$ cat src/rtl/mtrap_pkg.sv
package mtrap_pkg;

  typedef enum logic [2:0] {
    SEL_TVEC   = 3'd0,
    SEL_EPC    = 3'd1,
    SEL_CAUSE  = 3'd2,
    SEL_TVAL   = 3'd3,
    SEL_STATUS = 3'd4
  } csr_sel_e;

  localparam int MIE_BIT  = 3;
  localparam int MPIE_BIT = 7;
  localparam int MPP_LO   = 11;

  localparam logic [1:0] PRIV_MACHINE = 2'b11;
  localparam logic [1:0] PRIV_LOWEST  = 2'b00;

  typedef struct packed {
    logic [1:0] mpp;
    logic       mpie;
    logic       mie;
  } status_t;

endpackage

$ cat src/rtl/mtrap_tvec_reg.sv
module mtrap_tvec_reg #(
  parameter int          XLEN       = 64,
  parameter int          CODE_W     = 6,
  parameter logic [63:0] RESET_TVEC = 64'h0000_0000_8000_0004
) (
  input  logic              clk,
  input  logic              rst_n,
  input  logic              wr_en,
  input  logic [XLEN-1:0]   wdata,
  input  logic              trap_irq,
  input  logic [CODE_W-1:0] trap_code,
  output logic [XLEN-1:0]   tvec_q,
  output logic [XLEN-1:0]   target_pc,
  output logic              illegal_pulse
);

  localparam int SHIFT = 2;

  // Clear the reserved mode bit; the base and the direct/vectored bit pass through.
  function automatic logic [XLEN-1:0] legalize(input logic [XLEN-1:0] w);
    logic [XLEN-1:0] r;
    r    = w;
    r[1] = 1'b0;
    return r;
  endfunction

  function automatic logic [XLEN-1:0] vec_target(input logic [XLEN-1:0] tv,
                                                 input logic irq,
                                                 input logic [CODE_W-1:0] code);
    logic [XLEN-1:0] base;
    base = {tv[XLEN-1:SHIFT], {SHIFT{1'b0}}};
    if (tv[0] && irq) return base + (XLEN'(code) << SHIFT);
    return base;
  endfunction

  logic [XLEN-1:0] legal_w;
  logic            changed;

  assign legal_w = legalize(wdata);
  assign changed = (legal_w != wdata);

  always_ff @(posedge clk) begin
    if (!rst_n) begin
      tvec_q        <= RESET_TVEC[XLEN-1:0];
      illegal_pulse <= 1'b0;
    end else begin
      illegal_pulse <= wr_en && changed;
      if (wr_en) tvec_q <= legal_w;
    end
  end

  assign target_pc = vec_target(tvec_q, trap_irq, trap_code);

endmodule

$ cat src/rtl/mtrap_status_reg.sv
module mtrap_status_reg
  import mtrap_pkg::*;
#(
  parameter int          XLEN         = 64,
  parameter logic [63:0] STATUS_FIXED = 64'h0000_000a_0000_0000
) (
  input  logic            clk,
  input  logic            rst_n,
  input  logic            wr_en,
  input  logic [XLEN-1:0] wdata,
  input  logic            trap_take,
  output status_t         st_q,
  output logic [XLEN-1:0] rdata
);

  function automatic logic [1:0] legal_mpp(input logic [1:0] m);
    return (m == PRIV_MACHINE) ? PRIV_MACHINE : PRIV_LOWEST;
  endfunction

  function automatic logic [XLEN-1:0] compose(input status_t s);
    logic [XLEN-1:0] r;
    r                     = STATUS_FIXED[XLEN-1:0];
    r[MIE_BIT]            = s.mie;
    r[MPIE_BIT]           = s.mpie;
    r[MPP_LO+1:MPP_LO]    = s.mpp;
    return r;
  endfunction

  status_t st_next;

  always_comb begin
    st_next = st_q;
    if (trap_take) begin
      st_next.mpp  = PRIV_MACHINE;
      st_next.mpie = st_q.mie;
      st_next.mie  = 1'b0;
    end else if (wr_en) begin
      st_next.mpp  = legal_mpp(wdata[MPP_LO+1:MPP_LO]);
      st_next.mpie = wdata[MPIE_BIT];
      st_next.mie  = wdata[MIE_BIT];
    end
  end

  always_ff @(posedge clk) begin
    if (!rst_n) begin
      st_q <= '{mpp: PRIV_LOWEST, mpie: 1'b1, mie: 1'b0};
    end else begin
      st_q <= st_next;
    end
  end

  assign rdata = compose(st_q);

endmodule

$ cat src/rtl/mtrap_cause_regs.sv
module mtrap_cause_regs #(
  parameter int XLEN   = 64,
  parameter int CODE_W = 6
) (
  input  logic              clk,
  input  logic              rst_n,
  input  logic              wr_epc,
  input  logic              wr_cause,
  input  logic              wr_tval,
  input  logic [XLEN-1:0]   wdata,
  input  logic              trap_take,
  input  logic              trap_irq,
  input  logic [CODE_W-1:0] trap_code,
  input  logic [XLEN-1:0]   trap_pc,
  input  logic [XLEN-1:0]   trap_tval,
  output logic [XLEN-1:0]   epc_q,
  output logic [XLEN-1:0]   cause_q,
  output logic [XLEN-1:0]   tval_q
);

  localparam int GAP_W = XLEN - 1 - CODE_W;

  // Compressed code keeps half-word alignment, so only bit 0 is dropped.
  function automatic logic [XLEN-1:0] align_pc(input logic [XLEN-1:0] pc);
    return {pc[XLEN-1:1], 1'b0};
  endfunction

  function automatic logic [XLEN-1:0] pack_cause(input logic irq,
                                                 input logic [CODE_W-1:0] code);
    return {irq, {GAP_W{1'b0}}, code};
  endfunction

  always_ff @(posedge clk) begin
    if (!rst_n) begin
      epc_q   <= '0;
      cause_q <= '0;
      tval_q  <= '0;
    end else if (trap_take) begin
      epc_q   <= align_pc(trap_pc);
      cause_q <= pack_cause(trap_irq, trap_code);
      tval_q  <= trap_tval;
    end else begin
      if (wr_epc)   epc_q   <= align_pc(wdata);
      if (wr_cause) cause_q <= pack_cause(wdata[XLEN-1], wdata[CODE_W-1:0]);
      if (wr_tval)  tval_q  <= wdata;
    end
  end

endmodule

$ cat src/rtl/mtrap_csr_unit.sv
module mtrap_csr_unit
  import mtrap_pkg::*;
#(
  parameter int          XLEN         = 64,
  parameter int          CODE_W       = 6,
  parameter logic [63:0] RESET_TVEC   = 64'h0000_0000_8000_0004,
  parameter logic [63:0] STATUS_FIXED = 64'h0000_000a_0000_0000
) (
  input  logic              clk,
  input  logic              rst_n,
  input  logic              csr_we,
  input  logic [2:0]        csr_sel,
  input  logic [XLEN-1:0]   csr_wdata,
  output logic [XLEN-1:0]   csr_rdata,
  input  logic              trap_valid,
  input  logic              trap_irq,
  input  logic [CODE_W-1:0] trap_code,
  input  logic [XLEN-1:0]   trap_pc,
  input  logic [XLEN-1:0]   trap_tval,
  output logic              redirect_valid,
  output logic [XLEN-1:0]   redirect_pc,
  output logic              illegal_write
);

  // Named internal events for the checker.
  logic            wr_accept;
  logic            wr_dropped;
  logic            wr_tvec, wr_epc, wr_cause, wr_tval, wr_status;
  logic [XLEN-1:0] tvec_q, epc_q, cause_q, tval_q, status_rd;
  status_t         st_q;
  csr_sel_e        sel;

  assign sel        = csr_sel_e'(csr_sel);
  assign wr_accept  = csr_we && !trap_valid;
  assign wr_dropped = csr_we && trap_valid;

  assign wr_tvec    = wr_accept && (sel == SEL_TVEC);
  assign wr_epc     = wr_accept && (sel == SEL_EPC);
  assign wr_cause   = wr_accept && (sel == SEL_CAUSE);
  assign wr_tval    = wr_accept && (sel == SEL_TVAL);
  assign wr_status  = wr_accept && (sel == SEL_STATUS);

  mtrap_tvec_reg #(
    .XLEN(XLEN), .CODE_W(CODE_W), .RESET_TVEC(RESET_TVEC)
  ) u_tvec (
    .clk(clk), .rst_n(rst_n), .wr_en(wr_tvec), .wdata(csr_wdata),
    .trap_irq(trap_irq), .trap_code(trap_code),
    .tvec_q(tvec_q), .target_pc(redirect_pc), .illegal_pulse(illegal_write)
  );

  mtrap_status_reg #(
    .XLEN(XLEN), .STATUS_FIXED(STATUS_FIXED)
  ) u_status (
    .clk(clk), .rst_n(rst_n), .wr_en(wr_status), .wdata(csr_wdata),
    .trap_take(trap_valid), .st_q(st_q), .rdata(status_rd)
  );

  mtrap_cause_regs #(
    .XLEN(XLEN), .CODE_W(CODE_W)
  ) u_cause (
    .clk(clk), .rst_n(rst_n),
    .wr_epc(wr_epc), .wr_cause(wr_cause), .wr_tval(wr_tval), .wdata(csr_wdata),
    .trap_take(trap_valid), .trap_irq(trap_irq), .trap_code(trap_code),
    .trap_pc(trap_pc), .trap_tval(trap_tval),
    .epc_q(epc_q), .cause_q(cause_q), .tval_q(tval_q)
  );

  always_comb begin
    unique case (sel)
      SEL_TVEC:   csr_rdata = tvec_q;
      SEL_EPC:    csr_rdata = epc_q;
      SEL_CAUSE:  csr_rdata = cause_q;
      SEL_TVAL:   csr_rdata = tval_q;
      SEL_STATUS: csr_rdata = status_rd;
      default:    csr_rdata = '0;
    endcase
  end

  assign redirect_valid = trap_valid;

endmodule

$ cat config.mk
export PLATFORM = sky130hd
export DESIGN_NAME = mtrap_csr_unit
export DESIGN_NICKNAME = d
export VERILOG_FILES = /design/src/rtl/mtrap_pkg.sv /design/src/rtl/mtrap_tvec_reg.sv /design/src/rtl/mtrap_status_reg.sv /design/src/rtl/mtrap_cause_regs.sv /design/src/rtl/mtrap_csr_unit.sv
export SDC_FILE = /design/constraint.sdc
export NUM_CORES = 1
export LEC_CHECK = 0
export ABC_CLOCK_PERIOD_IN_PS = 7100
export BUFFER_PORTS_ARGS = -buffer_cell sky130_fd_sc_hd__buf_2
export CORE_ASPECT_RATIO = 0.8
export CORE_MARGIN = 10
export CORE_UTILIZATION = 37
export DETAILED_ROUTE_END_ITERATION = 7
export MAX_ROUTING_LAYER = met4
export PLACE_DENSITY = 0.66
export REMOVE_ABC_BUFFERS = 1
export SLEW_MARGIN = 20
export SYNTH_ARGS = -nofsm -noshare
export SYNTH_HDL_FRONTEND = slang
export SYNTH_SLANG_ARGS = --single-unit
$ cat constraint.sdc
create_clock -name clk -period 7.1 [get_ports clk]
set_input_delay 0.355 -clock clk [delete_from_list [all_inputs] [get_ports clk]]
set_output_delay 0.355 -clock clk [all_outputs]
set_load 0.02 [all_outputs]
## Word-level counts from Yosys, hierarchy flattened

Cells that the tools add are included.

- Register bits after elaboration: 202
- Input port bits: 206
- Output and inout bits: 130
- Word-level logic and storage cells: 43

- Add/sub/neg operators: 1
- Equality and inequality tests: 5
- Multiplexer cells: 13
- Bitwise logic cells: 1
- Reductions and logical operators: 15

Operators with widths:

| kind | number |
|---|---|
| $mux 64 | 8 |
| $pmux 64 s5 | 1 |
| $add 64x8->64 | 1 |
| $logic_and 1x1->1 | 8 |
| $mux 4 | 2 |
| $reduce_bool 2->1 | 4 |
| $eq 3x2->1 const B | 2 |
| $eq 3x1->1 const B | 1 |
| $eq 3x3->1 const B | 1 |
| $logic_not 3->1 | 1 |
| $eq 2x2->1 const B | 1 |
| $mux 2 | 1 |
| $reduce_or 2->1 | 1 |
| $logic_not 1->1 | 1 |
| $mux 1 | 1 |
| $not 1->1 | 1 |

## Longest topological paths before layout

- Depth after elaboration: 5
- Depth in mapped cells: 9
- Mapped depth without buffers: 8

## Cells and area by module

A second synthesis with hierarchy kept.

- Cell total of the unflattened synthesis: 1,409
- Area total of the unflattened synthesis: 14,531.4 um^2

Modules (own cells, without submodules):

| module | times used | cells each | area each (um^2) | sequential area each (um^2) |
|---|---|---|---|---|
| mtrap_cause_regs | 1 | 654 | 7,679.9 | 2,682.6 |
| mtrap_tvec_reg | 1 | 431 | 3,978.8 | 1,281.2 |
| mtrap_csr_unit | 1 | 244 | 2,252.2 | 0.0 |
| mtrap_status_reg | 1 | 80 | 620.6 | 60.1 |

## Worst setup path before layout

OpenSTA, ideal clock, no wires.

- Path type: input to output
- Start: input trap_code[0]
- End: output redirect_pc[48]
- Arrival: 2.479 ns
- Path slack: 4.266 ns
- Stages: 9
- Path buffers: 1
- Cell sequence: ha_1 -> fa_1 -> a21o_1 -> a221oi_1 -> nand4bb_2 -> or2_1 -> clkbuf_1 -> nor2_1 -> xor2_1

- Longest elaborated chain between the ends: 3

Ends and longest elaborated chain:

| element | RTL line | RTL |
|---|---|---|
| from (decl) | mtrap_csr_unit.sv:17 | `input logic [CODE_W-1:0] trap_code,` |
| $add 64x8->64 | mtrap_tvec_reg.sv:32 | `if (tv[0] && irq) return base + (XLEN'(code) << SHIFT);` |
| $mux 64 | mtrap_tvec_reg.sv:32 |  |
| $mux 64 | mtrap_tvec_reg.sv:33 | `return base;` |
| to (decl) | mtrap_csr_unit.sv:21 | `output logic [XLEN-1:0] redirect_pc,` |

Every way passes these cells. The select of a mux whose other input is x is not followed.

## Final worst setup path

- Start: register u_tvec.tvec_q[2]
- End: output redirect_pc[60]

- Longest elaborated chain between the ends: 3

Ends and longest elaborated chain:

| element | RTL line | RTL |
|---|---|---|
| from (decl) | mtrap_tvec_reg.sv:12 | `output logic [XLEN-1:0] tvec_q,` |
| from (signal assigned) | mtrap_tvec_reg.sv:44 | `tvec_q <= RESET_TVEC[XLEN-1:0];` |
| from (signal assigned) | mtrap_tvec_reg.sv:48 | `if (wr_en) tvec_q <= legal_w;` |
| $add 64x8->64 | mtrap_tvec_reg.sv:32 |  |
| $mux 64 | mtrap_tvec_reg.sv:32 |  |
| $mux 64 | mtrap_tvec_reg.sv:33 |  |

Every way passes these cells. The select of a mux whose other input is x is not followed.

==> insert_results.sql <==
INSERT INTO impl_metrics (metric_group, metric, value, unit) VALUES
('sta', 'finalSetupViolCount', '0', ''),
('setup_path', 'endpoint', 'redirect_pc[60]', ''),
('floorplan', 'dieWidth', '220', 'um'),
('sta', 'worstMarginPinSlew', '1.09', 'ns'),
('setup_path', 'reg2reg_slack', '6.19', 'ns'),
('placement', 'placer_congestion', '0.829', ''),
('detailed_routing', 'detail_route.iter0.violations', '848', ''),
('setup_path', 'crit_path_end_kind', 'output pin', ''),
('synthesis', 'synthFlopType', 'sky130_fd_sc_hd__dfxtp_1', ''),
('setup_path', 'critPathTopFamily', 'simple AND/OR/NAND/NOR gates', ''),
('setup_path', 'cp_slowest_stage_delay', '0.40', 'ns'),
('grt', 'number_of_antenna_violations_at_the_first_check_in_global_routing', '10', ''),
('synthesis', 'synth_mux_area_share', '17.3', '%'),
('synthesis', 'ys_ff_latch', '201', ''),
('power', 'power.internal', '2.02', 'mW'),
('sta', 'slew_violations', '0', ''),
('setup_path', 'worst_path_max_delay_cell', 'sky130_fd_sc_hd__fa_1', ''),
('synthesis', 'netlist.top_cell.by_area', 'sky130_fd_sc_hd__dfxtp_1', ''),
('setup_path', 'crit_start', 'u_tvec.tvec_q[2]', ''),
('synthesis', 'adder_and_majority_cell_fraction_of_the_synthesized_area', '0.800', '%'),
('setup_path', 'path_type_of_the_worst_setup_path', 'reg2out', ''),
('setup_path', 'cp_cell_sequence', 'ha_1 > fa_1 > a21o_1 > a221oi_1 > buf_4 > nand4bb_2 > or2_1 > nand2b_1 > xnor2_1 > buf_2', ''),
('power', 'report.power.total', '2.76', 'mW'),
('synthesis', 'synth_area_per_cell', '7.82', 'um^2'),
('placement', 'place_hpwl', '28.7', 'mm'),
('setup_path', 'crit-reg2reg-launch', 'u_status.rdata[7]', ''),
('floorplan', 'number_of_standard_cell_rows_in_the_floorplan', '58', ''),
('power', 'power.share.combinational', '13.9', '%'),
('setup_path', 'timing.critical_path.depth', '10', ''),
('grt', 'grt_ovf', '0', ''),
('cts', 'tritoncts_num_sinks', '201', ''),
('setup_path', 'worstPathArrival', '3.29', 'ns'),
('floorplan', 'placeable_core_region', '31600', 'um^2'),
('setup_path', 'worst_setup_sp_type', 'register', ''),
('power', 'power_per_cell_area', '190', 'nW/um^2'),
('synthesis', 'dominant_combinational_cell_family_by_area_after_synthesis', 'simple AND/OR/NAND/NOR gates', ''),
('detailed_routing', 'vias', '11400', ''),
('synthesis', 'post_synth_num_cell_types', '53', ''),
('layout', 'finish.net_count', '1986', ''),
('setup_path', 'critical_path.n_buffers_inverters', '2', ''),
('cts', 'cts_hold_repair.buffers', '0', ''),
('sta', 'timing_hold_violations_final', '0', ''),
('placement', 'buffer_ports.inserted', '332', ''),
('cts', 'clk_latency', '0.51', 'ns'),
('detailed_routing', 'first_pass_iters', '5', ''),
('power', 'power_frac_clock', '42.3', '%'),
('synthesis', 'mappedNetlistArea', '11900', 'um^2'),
('placement', 'dp_worst_setup_slack', '3.70', 'ns'),
('cts', 'post_cts_resize_count', '0', ''),
('setup_path', 'worst-endpoint-required', '6.74', 'ns'),
('flow_run', 'maxCapViolCount', '0', ''),
('placement', 'numPlacedInstances', '2167', ''),
('layout', 'finalNonFillerCells', '2216', ''),
('outcome', 'status', 'complete, no violations', ''),
('detailed_routing', 'totalWireLength', '42.2', 'mm'),
('power', 'vdd_ir_drop_max', '136', 'uV'),
('detailed_routing', 'final_antenna_net_count', '0', ''),
('detailed_routing', 'drt_drc_violations_left', '0', ''),
('grt', 'first_global_vias', '11400', ''),
('synthesis', 'synthArstFlopShare', '0', '%'),
('grt', 'global_route.usage.total', '20.8', '%'),
('synthesis', 'yosys.area_share.simple', '25.9', '%'),
('cts', 'cts_buffers', '24', ''),
('cts', 'cts.repair_timing.setup_buffer_count', '0', ''),
('layout', 'drive_gt1_share', '22.7', '%'),
('sta', 'final_min_period_over_clock_period', '51.3', '%'),
('setup_path', 'worstRegToRegCells', '3', ''),
('cts', 'clock_tree_from_tritoncts', 'yes', ''),
('sta', 'worst_slack', '3.45', 'ns'),
('floorplan', 'die_area', '39700', 'um^2'),
('synthesis', 'synthDominantCellAreaShare', '33.9', '%');
-- worst reg2reg max path, delay by kind of cell, from the launching register on --
kind / cells / cell delay, ns
flops: 1 / 0.31
simple gates: 2 / 0.21
compound gates: 1 / 0.25
-- cells by family after synthesis --
| kind of cell | after synthesis |
|---|---|
| other | 1 |
| XOR/XNOR | 60 |
| flip-flops | 201 |
| adder cells (fa/ha/maj) | 7 |
| AND/OR/NAND/NOR | 648 |
| multiplexers | 200 |
| buffers and inverters | 124 |
| AO/OA/AOI/OAI | 279 |
-- layer usage --
metal  vias up  routed length, um  global-route usage (%)
met2       374              19300                    32.8
li1       5624                  -                       -
met5         -                  0                       -
met3        57               2910                    3.89
met4         0                790                    4.32
met1      5356              19200                    27.1
-- registers in the layout, indices dropped and copies added (netlist names) --
name,cells
u_tvec.tvec_q,63
u_cause.epc_q,63
u_status.rdata,3
u_cause.cause_q,7
u_cause.tval_q,64
u_tvec.illegal_pulse,1
-- Yosys cell counts (all sizes together), types with 2 or more instances --
cell	n
nor2b	6
and3	9
mux4	4
clkbuf	81
and2	135
o21ai	144
or3	2
xnor2	39
a22oi	4
a21boi	61
dfxtp	201
xor2	21
nor2	128
nand3	22
nor3	10
mux2	6
ha	6
or2	4
inv	5
nand2b	6
nand4	14
o22ai	2
mux2i	190
nor3b	3
a21oi	58
and4	6
buf	38
a21o	3
nand2	295
a221oi	2
nor4	6
-- power by group through the flow --
stage | Clock, mW | Combinational, mW | Sequential [mW]
CTS | 1.19 | 0.385 | 1.21
floorplan | 0 | 0.193 | 1.22
global route | 1.24 | 0.425 | 1.21
global placement | 0 | 0.377 | 1.23
detailed placement | 0 | 0.383 | 1.23
finish | 1.17 | 0.383 | 1.21
-- stage by stage --
step | util, % | hold WS (ns) | area (um^2)
floorplan | - | 0.417 | 11400
global placement | 43.5 | 0.473 | 13700
detailed placement | 43.5 | 0.486 | 13700
CTS | 45.8 | 0.0764 | 14500
global route | 45.9 | 0.109 | 14500
finish | 45.9 | 0.0902 | 14500
-- final cells by class --
class | count | area (um^2) | share of cell area [%]
clock buffers | 36 | 707 | 4.88
well taps | 420 | 526 | 3.63
clock inverters | 4 | 23.8 | 0.164
inverters | 5 | 18.8 | 0.130
multi-input cells | 1196 | 7390 | 51.0
repair buffers | 345 | 1780 | 12.3
flip-flops and latches | 201 | 4020 | 27.8
diodes | 9 | 22.5 | 0.155
-- worst min-delay path by stage --
stage | startpoint | to | slack [ns] | cells past startpoint
floorplan | rst_n | u_status.rdata[7] | 0.42 | 1
detailed placement | u_tvec.tvec_q[33] | u_tvec.tvec_q[33] | 0.49 | 2
global placement | u_tvec.tvec_q[33] | u_tvec.tvec_q[33] | 0.47 | 2
CTS | csr_wdata[31] | u_tvec.tvec_q[31] | 0.08 | 3
finish | csr_wdata[31] | u_tvec.tvec_q[31] | 0.09 | 3
global route | csr_wdata[41] | u_tvec.tvec_q[41] | 0.11 | 3
No activity file was read; power rests on OpenSTA's default activity.
